<file path="config.mk">
export PLATFORM = sky130hd
export DESIGN_NAME = lvl_sticky_intc
export DESIGN_NICKNAME = d
export VERILOG_FILES = /design/src/rtl/lsic_pkg.sv /design/src/rtl/lsic_line_state.sv /design/src/rtl/lsic_event_counters.sv /design/src/rtl/lsic_reg_port.sv /design/src/rtl/lvl_sticky_intc.sv
export SDC_FILE = /design/constraint.sdc
export NUM_CORES = 2
export LEC_CHECK = 0
export BUFFER_PORTS_ARGS = -buffer_cell sky130_fd_sc_hd__clkbuf_2
export CAP_MARGIN = 20
export CORE_ASPECT_RATIO = 0.9
export CORE_MARGIN = 2
export CORE_UTILIZATION = 40
export DETAILED_ROUTE_END_ITERATION = 8
export PLACE_DENSITY_LB_ADDON = 0.3
export SLEW_MARGIN = 10
export SYNTH_ARGS = -nofsm -noshare
export SYNTH_HDL_FRONTEND = slang
export SYNTH_SLANG_ARGS = --single-unit
</file>
<file path="constraint.sdc">
create_clock -name clk_i -period 3 [get_ports clk_i]
set_clock_uncertainty 0.2 [all_clocks]
set_input_delay 0.45 -clock clk_i [delete_from_list [all_inputs] [get_ports clk_i]]
set_output_delay 0.45 -clock clk_i [all_outputs]
set_load 0.01 [all_outputs]
</file>
<file path="src/rtl/lsic_pkg.sv">
package lsic_pkg;
  // Word addresses of the register port
  localparam int unsigned ADDR_MASK  = 0;
  localparam int unsigned ADDR_PEND  = 1;
  localparam int unsigned ADDR_LEVEL = 2;
  localparam int unsigned CNT_BASE   = 32;

  typedef enum logic [1:0] {
    SEL_NONE,
    SEL_MASK,
    SEL_PEND,
    SEL_LEVEL
  } reg_sel_e;
endpackage

</file>
<file path="src/rtl/lsic_line_state.sv">
module lsic_line_state #(
  parameter int unsigned NUM_LINES = 32
) (
  input  logic                 clk_i,
  input  logic                 rst_ni,
  input  logic [NUM_LINES-1:0] req_i,
  input  logic [NUM_LINES-1:0] ack_i,
  output logic [NUM_LINES-1:0] lvl_q_o,
  output logic [NUM_LINES-1:0] pend_q_o,
  output logic [NUM_LINES-1:0] pend_d_o,
  output logic [NUM_LINES-1:0] rise_o
);
  logic [NUM_LINES-1:0] lvl_q;
  logic [NUM_LINES-1:0] pend_q;
  logic [NUM_LINES-1:0] pend_d;

  // Acknowledge first, then merge live levels back in
  always_comb begin
    pend_d = (pend_q & ~ack_i) | req_i;
  end

  always_ff @(posedge clk_i or negedge rst_ni) begin
    if (!rst_ni) begin
      lvl_q  <= '0;
      pend_q <= '0;
    end else begin
      lvl_q  <= req_i;
      pend_q <= pend_d;
    end
  end

  assign rise_o   = req_i & ~lvl_q;
  assign lvl_q_o  = lvl_q;
  assign pend_q_o = pend_q;
  assign pend_d_o = pend_d;
endmodule

</file>
<file path="src/rtl/lsic_event_counters.sv">
module lsic_event_counters #(
  parameter int unsigned NUM_LINES = 32,
  parameter int unsigned CNT_W     = 32
) (
  input  logic                       clk_i,
  input  logic                       rst_ni,
  input  logic [NUM_LINES-1:0]       rise_i,
  output logic [NUM_LINES*CNT_W-1:0] cnt_flat_o
);
  for (genvar g = 0; g < NUM_LINES; g++) begin : g_line
    logic [CNT_W-1:0] cnt_q;

    always_ff @(posedge clk_i or negedge rst_ni) begin
      if (!rst_ni) begin
        cnt_q <= '0;
      end else if (rise_i[g]) begin
        cnt_q <= cnt_q + CNT_W'(1);
      end
    end

    assign cnt_flat_o[g*CNT_W +: CNT_W] = cnt_q;
  end
endmodule

</file>
<file path="src/rtl/lsic_reg_port.sv">
module lsic_reg_port
  import lsic_pkg::*;
#(
  parameter int unsigned NUM_LINES = 32,
  parameter int unsigned CNT_W     = 32,
  parameter int unsigned DATA_W    = 32,
  parameter int unsigned ADDR_W    = 6
) (
  input  logic                       clk_i,
  input  logic                       rst_ni,
  input  logic                       wr_en_i,
  input  logic [ADDR_W-1:0]          addr_i,
  input  logic [DATA_W-1:0]          wdata_i,
  input  logic [NUM_LINES-1:0]       lvl_i,
  input  logic [NUM_LINES-1:0]       pend_i,
  input  logic [NUM_LINES*CNT_W-1:0] cnt_flat_i,
  output logic [NUM_LINES-1:0]       mask_q_o,
  output logic [NUM_LINES-1:0]       mask_d_o,
  output logic [NUM_LINES-1:0]       ack_o,
  output logic [DATA_W-1:0]          rdata_o
);
  logic [NUM_LINES-1:0] mask_q;
  logic [NUM_LINES-1:0] mask_d;
  reg_sel_e             sel;

  always_comb begin
    if (addr_i == ADDR_W'(ADDR_MASK))       sel = SEL_MASK;
    else if (addr_i == ADDR_W'(ADDR_PEND))  sel = SEL_PEND;
    else if (addr_i == ADDR_W'(ADDR_LEVEL)) sel = SEL_LEVEL;
    else                                    sel = SEL_NONE;
  end

  always_comb begin
    mask_d = mask_q;
    ack_o  = '0;
    if (wr_en_i) begin
      if (sel == SEL_MASK) mask_d = wdata_i[NUM_LINES-1:0];
      if (sel == SEL_PEND) ack_o  = wdata_i[NUM_LINES-1:0];
    end
  end

  always_ff @(posedge clk_i or negedge rst_ni) begin
    if (!rst_ni) mask_q <= '0;
    else         mask_q <= mask_d;
  end

  always_comb begin
    rdata_o = '0;
    unique case (sel)
      SEL_MASK:  rdata_o = DATA_W'(mask_q);
      SEL_PEND:  rdata_o = DATA_W'(pend_i);
      SEL_LEVEL: rdata_o = DATA_W'(lvl_i);
      default: begin
        for (int i = 0; i < NUM_LINES; i++) begin
          if (addr_i == ADDR_W'(CNT_BASE + i))
            rdata_o = DATA_W'(cnt_flat_i[i*CNT_W +: CNT_W]);
        end
      end
    endcase
  end

  assign mask_q_o = mask_q;
  assign mask_d_o = mask_d;
endmodule

</file>
<file path="src/rtl/lvl_sticky_intc.sv">
module lvl_sticky_intc #(
  parameter int unsigned NUM_LINES = 32,
  parameter int unsigned CNT_W     = 32,
  parameter int unsigned DATA_W    = 32,
  parameter int unsigned ADDR_W    = 6
) (
  input  logic                 clk_i,
  input  logic                 rst_ni,
  input  logic [NUM_LINES-1:0] req_i,
  input  logic                 wr_en_i,
  input  logic [ADDR_W-1:0]    addr_i,
  input  logic [DATA_W-1:0]    wdata_i,
  output logic [DATA_W-1:0]    rdata_o,
  output logic                 irq_o
);
  localparam int unsigned CNT_BITS = NUM_LINES * CNT_W;

  logic [NUM_LINES-1:0] lvl_q;
  logic [NUM_LINES-1:0] pend_q;
  logic [NUM_LINES-1:0] pend_d;
  logic [NUM_LINES-1:0] rise;
  logic [NUM_LINES-1:0] ack;
  logic [NUM_LINES-1:0] mask_q;
  logic [NUM_LINES-1:0] mask_d;
  logic [CNT_BITS-1:0]  cnt_flat;
  logic                 irq_q;

  lsic_line_state #(.NUM_LINES(NUM_LINES)) i_lines (
    .clk_i    (clk_i),
    .rst_ni   (rst_ni),
    .req_i    (req_i),
    .ack_i    (ack),
    .lvl_q_o  (lvl_q),
    .pend_q_o (pend_q),
    .pend_d_o (pend_d),
    .rise_o   (rise)
  );

  lsic_event_counters #(.NUM_LINES(NUM_LINES), .CNT_W(CNT_W)) i_cnt (
    .clk_i      (clk_i),
    .rst_ni     (rst_ni),
    .rise_i     (rise),
    .cnt_flat_o (cnt_flat)
  );

  lsic_reg_port #(
    .NUM_LINES (NUM_LINES),
    .CNT_W     (CNT_W),
    .DATA_W    (DATA_W),
    .ADDR_W    (ADDR_W)
  ) i_regs (
    .clk_i      (clk_i),
    .rst_ni     (rst_ni),
    .wr_en_i    (wr_en_i),
    .addr_i     (addr_i),
    .wdata_i    (wdata_i),
    .lvl_i      (lvl_q),
    .pend_i     (pend_q),
    .cnt_flat_i (cnt_flat),
    .mask_q_o   (mask_q),
    .mask_d_o   (mask_d),
    .ack_o      (ack),
    .rdata_o    (rdata_o)
  );

  // Output follows the next-state words so it lines up with the registers
  always_ff @(posedge clk_i or negedge rst_ni) begin
    if (!rst_ni) irq_q <= 1'b0;
    else         irq_q <= |(pend_d & mask_d);
  end

  assign irq_o = irq_q;
endmodule

</file>
# [Word-level counts from Yosys, hierarchy flattened]
# Cells that the tools add are included.
[totals] register_bits=1121 input_bits=73 output_inout_bits=33 word_cells=153
[classes] addsub=32 eq_ne=37 n_mux=40 bitwise=6 n_reduce_logical=2
[ops] cell="two-way mux 32 bit" n=36
[ops] cell="adder 32 x 1 -> 32 bit (second input constant)" n=32
[ops] cell="equality test 6 bit (second input constant)" n=32
[ops] cell="AND 32 bit" n=3
[ops] cell="one-hot mux 32 bit (3 select lines)" n=1
[ops] cell="NOT 32 bit" n=2
[ops] cell="bitwise OR 32 bit" n=1
[ops] cell="OR reduction 32 bit" n=1
[ops] cell="equality test 6 x 1 -> 1 bit (second input constant)" n=1
[ops] cell="equality test 6 x 2 -> 1 bit (second input constant)" n=1
[ops] cell="zero test 6 bit" n=1
[ops] cell="two-way mux 2 bit" n=3
[ops] cell="equality test 2 bit (second input constant)" n=2
[ops] cell="equality test 2 x 1 -> 1 bit (second input constant)" n=1

# [Depth between registers and ports, before layout]
[depth] depth_word=34 mapped_depth=12 depth_no_buf=8

# [Cells and area by module]
# A second synthesis with hierarchy kept.
[hier_totals] hier_cells=5854 hier_area_um2=59604.7
[modules_own_cells] module="lsic_event_counters" n_inst=1 cells_per_inst=3830 area_per_inst_um2=44108.6 seq_area_each_um2=25624.6
[modules_own_cells] module="lsic_reg_port" n_inst=1 cells_per_inst=1842 area_per_inst_um2=13151.4 seq_area_each_um2=800.8
[modules_own_cells] module="lsic_line_state" n_inst=1 cells_per_inst=160 area_per_inst_um2=2162.1 seq_area_each_um2=1601.5
[modules_own_cells] module="lvl_sticky_intc" n_inst=1 cells_per_inst=22 area_per_inst_um2=182.7 seq_area_each_um2=25.0

# [Worst setup path before layout]
# No wires, ideal clock.
[synth_path] kind="in2out" startpoint="input port addr_i[1]" endpoint="output port rdata_o[21]" arrival_ns=2.379 t_required_ns=2.350 setup_slack_ns=-0.029 stages=8 n_path_buf=6 cell_sequence="clkbuf_1 -> buf_2 -> buf_2 -> buf_2 -> buf_2 -> clkbuf_1 -> o21ai_0 -> o311ai_0"
[synth_via] elab_chain_len=34 word_cells_on_any_way=74 cone_classes="eq/ne: 37; mux: 36; reduce/logical: 1"
[synth_lines] item="start, declared" line_no="lvl_sticky_intc.sv:11" text="input logic [ADDR_W-1:0] addr_i,"
[synth_lines] item="equality test 6 bit" line_no="lsic_reg_port.sv:55" text="if (addr_i == ADDR_W'(CNT_BASE + i))"
[synth_lines] item="two-way mux 32 bit (32 in a row)" line_no="lsic_reg_port.sv:55"
[synth_lines] item="one-hot mux 32 bit (3 select lines) *" line_no="lsic_reg_port.sv:49" text="unique case (sel)"
[synth_lines] item="end, declared" line_no="lvl_sticky_intc.sv:13" text="output logic [DATA_W-1:0] rdata_o,"
# Mark *: on every way between the ends. The rest lies on a longest branch, timed or not.

# [Worst setup path in the final report]
[layout_path] startpoint="register i_cnt.g_line[1].cnt_q[9]" endpoint="output port rdata_o[9]"
[layout_via] elab_chain_len=32
[layout_lines] item="start, declared" line_no="lsic_event_counters.sv:11" text="logic [CNT_W-1:0] cnt_q;"
[layout_lines] item="start signal, assigned" line_no="lsic_event_counters.sv:17" text="cnt_q <= cnt_q + CNT_W'(1);"
[layout_lines] item="two-way mux 32 bit (31 in a row)" line_no="lsic_reg_port.sv:55"
[layout_lines] item="one-hot mux 32 bit (3 select lines)" line_no="lsic_reg_port.sv:49"
# Every way passes these cells.

==> impl_metrics.tcl <==
set metrics [dict create \
    final_area_um2 74700 \
    drc 0 \
    synth_edf_count 0 \
    finalSetupTns_ns -19.34 \
    die_x_um 403 \
    synth_fp_nets 5636 \
    min_to "i_lines.lvl_q_o[26]$_DFF_PN0_" \
    path_max_fanout 2 \
    hp-class "in2reg" \
    crit_family "compound AO/OA/AOI/OAI gates" \
    first_iter_violations 5519 \
    cellPowerDensity_nw_per_um2 542 \
    critPathLaunch "i_cnt.g_line[1].cnt_q[9]$_DFFE_PN0P_" \
    cts_buffer_depth 3 \
    yosys_register_bits 1121 \
    postRouteAntennaNets 0 \
    num-nets-final 6744 \
    htreeDepth 3 \
    wl_per_cell_um 25.6 \
    critPathArrivalTime_ns 3.25 \
    min_path_cells 2 \
    insertion_delay_ns 0.80 \
    place_area_um2 67100 \
    cts_tree "built" \
    slowest_stage "mux4_2" \
    endpoint_kind "output pin" \
    grt_max_degree 121 \
    clk_pin_slew_ns 0.06 \
    synth_ff_type "dfrtp_1" \
    synthCells 5531 \
    grt_pass1_vias 47657 \
    r2r_start "i_lines.lvl_q_o[14]$_DFF_PN0_" \
    final-seq-area_um2 28100 \
    relSlewSlack_pct 48.8 \
    worst_hold_slack_ns 0.158 \
    fillers 12511 \
    rows 131 \
    die_y_um 363 \
    cp.depth 8 \
    slowest_delay_ns 0.54 \
    post-route-period-util_pct 130 \
    max_cap_violations 0 \
    multiInputGateArea_um2 30000 \
    reg2reg_slack_ns 0.22 \
    irDropWorstVdd_v 0.000501 \
    crit_buf_inv 1 \
    tightestPinTransition_ns 0.768 \
    finalCriticalPeriod_ns 3.90 \
    synth_area_um2 57200 \
    min_from "req_i[26]" \
    drtPass1Iterations 6 \
    cts_inserted_buffers 121 \
    cp-start-kind "flip-flop" \
    worst_slack_ns -0.903 \
    track_usage_pct 29.8 \
    crit_chain "mux4_2 -> nand2_2 -> o21ai_2 -> o311a_1 -> a221oi_4 -> nor3_4 -> a221o_1 -> clkbuf_2" \
    synth_cell_types 80 \
    grt-ovfl-total 0 \
    setup_viol 32 \
    outcome "complete, but fails checks" \
    synthArstFlopShare_pct 100 \
    cts_root_buf "clkbuf_16" \
    violations "setup timing" \
    drive_gt1_share_pct 26.5 \
    rr_worst_depth 9 \
    port_buffers 105 \
    dp_hpwl_um 172000 \
    synth.avg_cell_area_um2 10.3 \
    antenna_found_initial 7 \
    final_max_slew_viol_count 0 \
    r2r_end "i_cnt.g_line[14].cnt_q[31]$_DFFE_PN0P_" \
    syn2layout_area_growth_pct 30.6 \
    initial_core_util_pct 40.3 \
    ys.warnings.count 0 \
    vias 49646 \
    finalPower_w 0.0405 \
    hold_violations 0 \
    core_um2 142000 \
    vias_per_cell 5.77 \
    wl_um 220000 \
    ys_seq_area_share_pct 49.1 \
    p_leak_nw 33.8 \
    grt_setup_unrepaired "yes" \
    cp.required_ns 2.35 \
    crit_type "reg2out" \
    grt_pass1_wl_um 323000 \
    ios 106 \
    numClockSinks 1121 \
    fmax_ghz 0.256 \
    die_area_um2 146000 \
    place_congestion 1.05 \
]
==> worst max path at each step <==
stage,end
detailed placement,rdata_o[17]
finish,rdata_o[9]
floorplan,rdata_o[0]
CTS,rdata_o[25]
global route,rdata_o[9]
global placement,rdata_o[21]
==> power breakdown <==
part,internal (W),leakage [nW],switching [W]
Combinational,0.00300,16.8,0.00338
Clock,0.00912,2.05,0.00668
Sequential,0.0164,14.9,0.00185
==> registers in the layout, summed over array words and instances (netlist names) <==
name,flops
irq_o,1
i_cnt.g_line.cnt_q,1024
i_lines.lvl_q_o,32
i_lines.pend_q_o,32
i_regs.mask_q_o,32
==> synthesized netlist by cell type, drive strengths merged, types with 84 or more instances <==
cell type  number  area share [%]
nand4         194             2.1
xor2          276             4.2
a21oi         152             1.3
xnor2         715              11
o21ai         173             1.5
and3          193             2.1
mux2          135             2.7
nand2         619             4.1
buf           107             1.0
o22ai          84            0.92
dfrtp        1121              49
nor2          413             2.7
nand3         317             2.8
==> per-stage QoR <==
stage / cells / setup WS (ns) / utilization, %
after floorplan: 5531 / 0.0114 / -
after global placement: 8268 / -1.71 / 47.3
after detailed placement: 8269 / -1.45 / 47.3
after CTS: 8564 / -0.994 / 52.0
after global routing: 8604 / -0.932 / 52.6
final: 8607 / -0.903 / 52.7
==> timing repair <==
item	CTS	global route
setup buffers	36	45
setup endpoints to repair	32	34
cloned	2	2
hold endpoints to repair	598	0
hold buffers	69	0
pin swaps	154	90
gates resized for setup	366	126
==> cell usage in the layout (no fill, tap or decap), drive strengths merged, types with 68 or more instances in the layout <==
| cell type | netlist | routed |
|---|---|---|
| and3 | 193 | 193 |
| nor2 | 413 | 413 |
| o21ai | 173 | 173 |
| nand2 | 619 | 619 |
| buf | 107 | 1009 |
| dfrtp | 1121 | 1121 |
| o22ai | 84 | 84 |
| nand3 | 317 | 317 |
| xnor2 | 715 | 715 |
| mux2 | 135 | 135 |
| clkbuf | 80 | 268 |
| dlygate4sd3 | 0 | 68 |
| a21oi | 152 | 152 |
| xor2 | 276 | 276 |
| a22oi | 82 | 82 |
| nor3 | 73 | 73 |
| nand4 | 194 | 194 |
| mux2i | 77 | 77 |
| inv | 66 | 71 |
==> cell families after synthesis <==
family                     Yosys count  synth area share (%)
AOI/OAI and AO/OA                  783                  9.11
xor gates and xnor gates           991                  15.2
adders and majority gates           32                 0.700
buffers and inverters              254                  1.98
DFF                               1121                  49.1
muxes                              260                  5.90
and+or+nand+nor                   2090                  18.1
==> routing by layer <==
metal	up-vias	GRT usage [%]	wire length [um]
met5	-	0	13
met4	2	9.34	8120
met3	402	6.85	21900
met2	2190	42.5	91100
met1	25123	44.6	98900
li1	21929	-	-
==> worst reg2reg max path, stage by stage (launching register included) <==
cell and delay, ns:
dfrtp_1 0.38, nor2b_1 0.13, buf_4 0.22, and4_1 0.38, and2_1 0.20, nand3_1 0.11
nor3_1 0.20, nor3b_1 0.51, buf_4 0.21, xor2_1 0.15
==> layout make-up <==
type / instances / area share, %
clock inverters: 51 / 0.875
clock buffers: 175 / 4.72
well taps: 1862 / 3.12
flip-flops and latches: 1121 / 37.6
repair buffers: 1172 / 13.2
multi-input cells: 4156 / 40.2
diodes: 3 / 0.0101
inverters: 67 / 0.337
(Power assumes the default switching activity.)
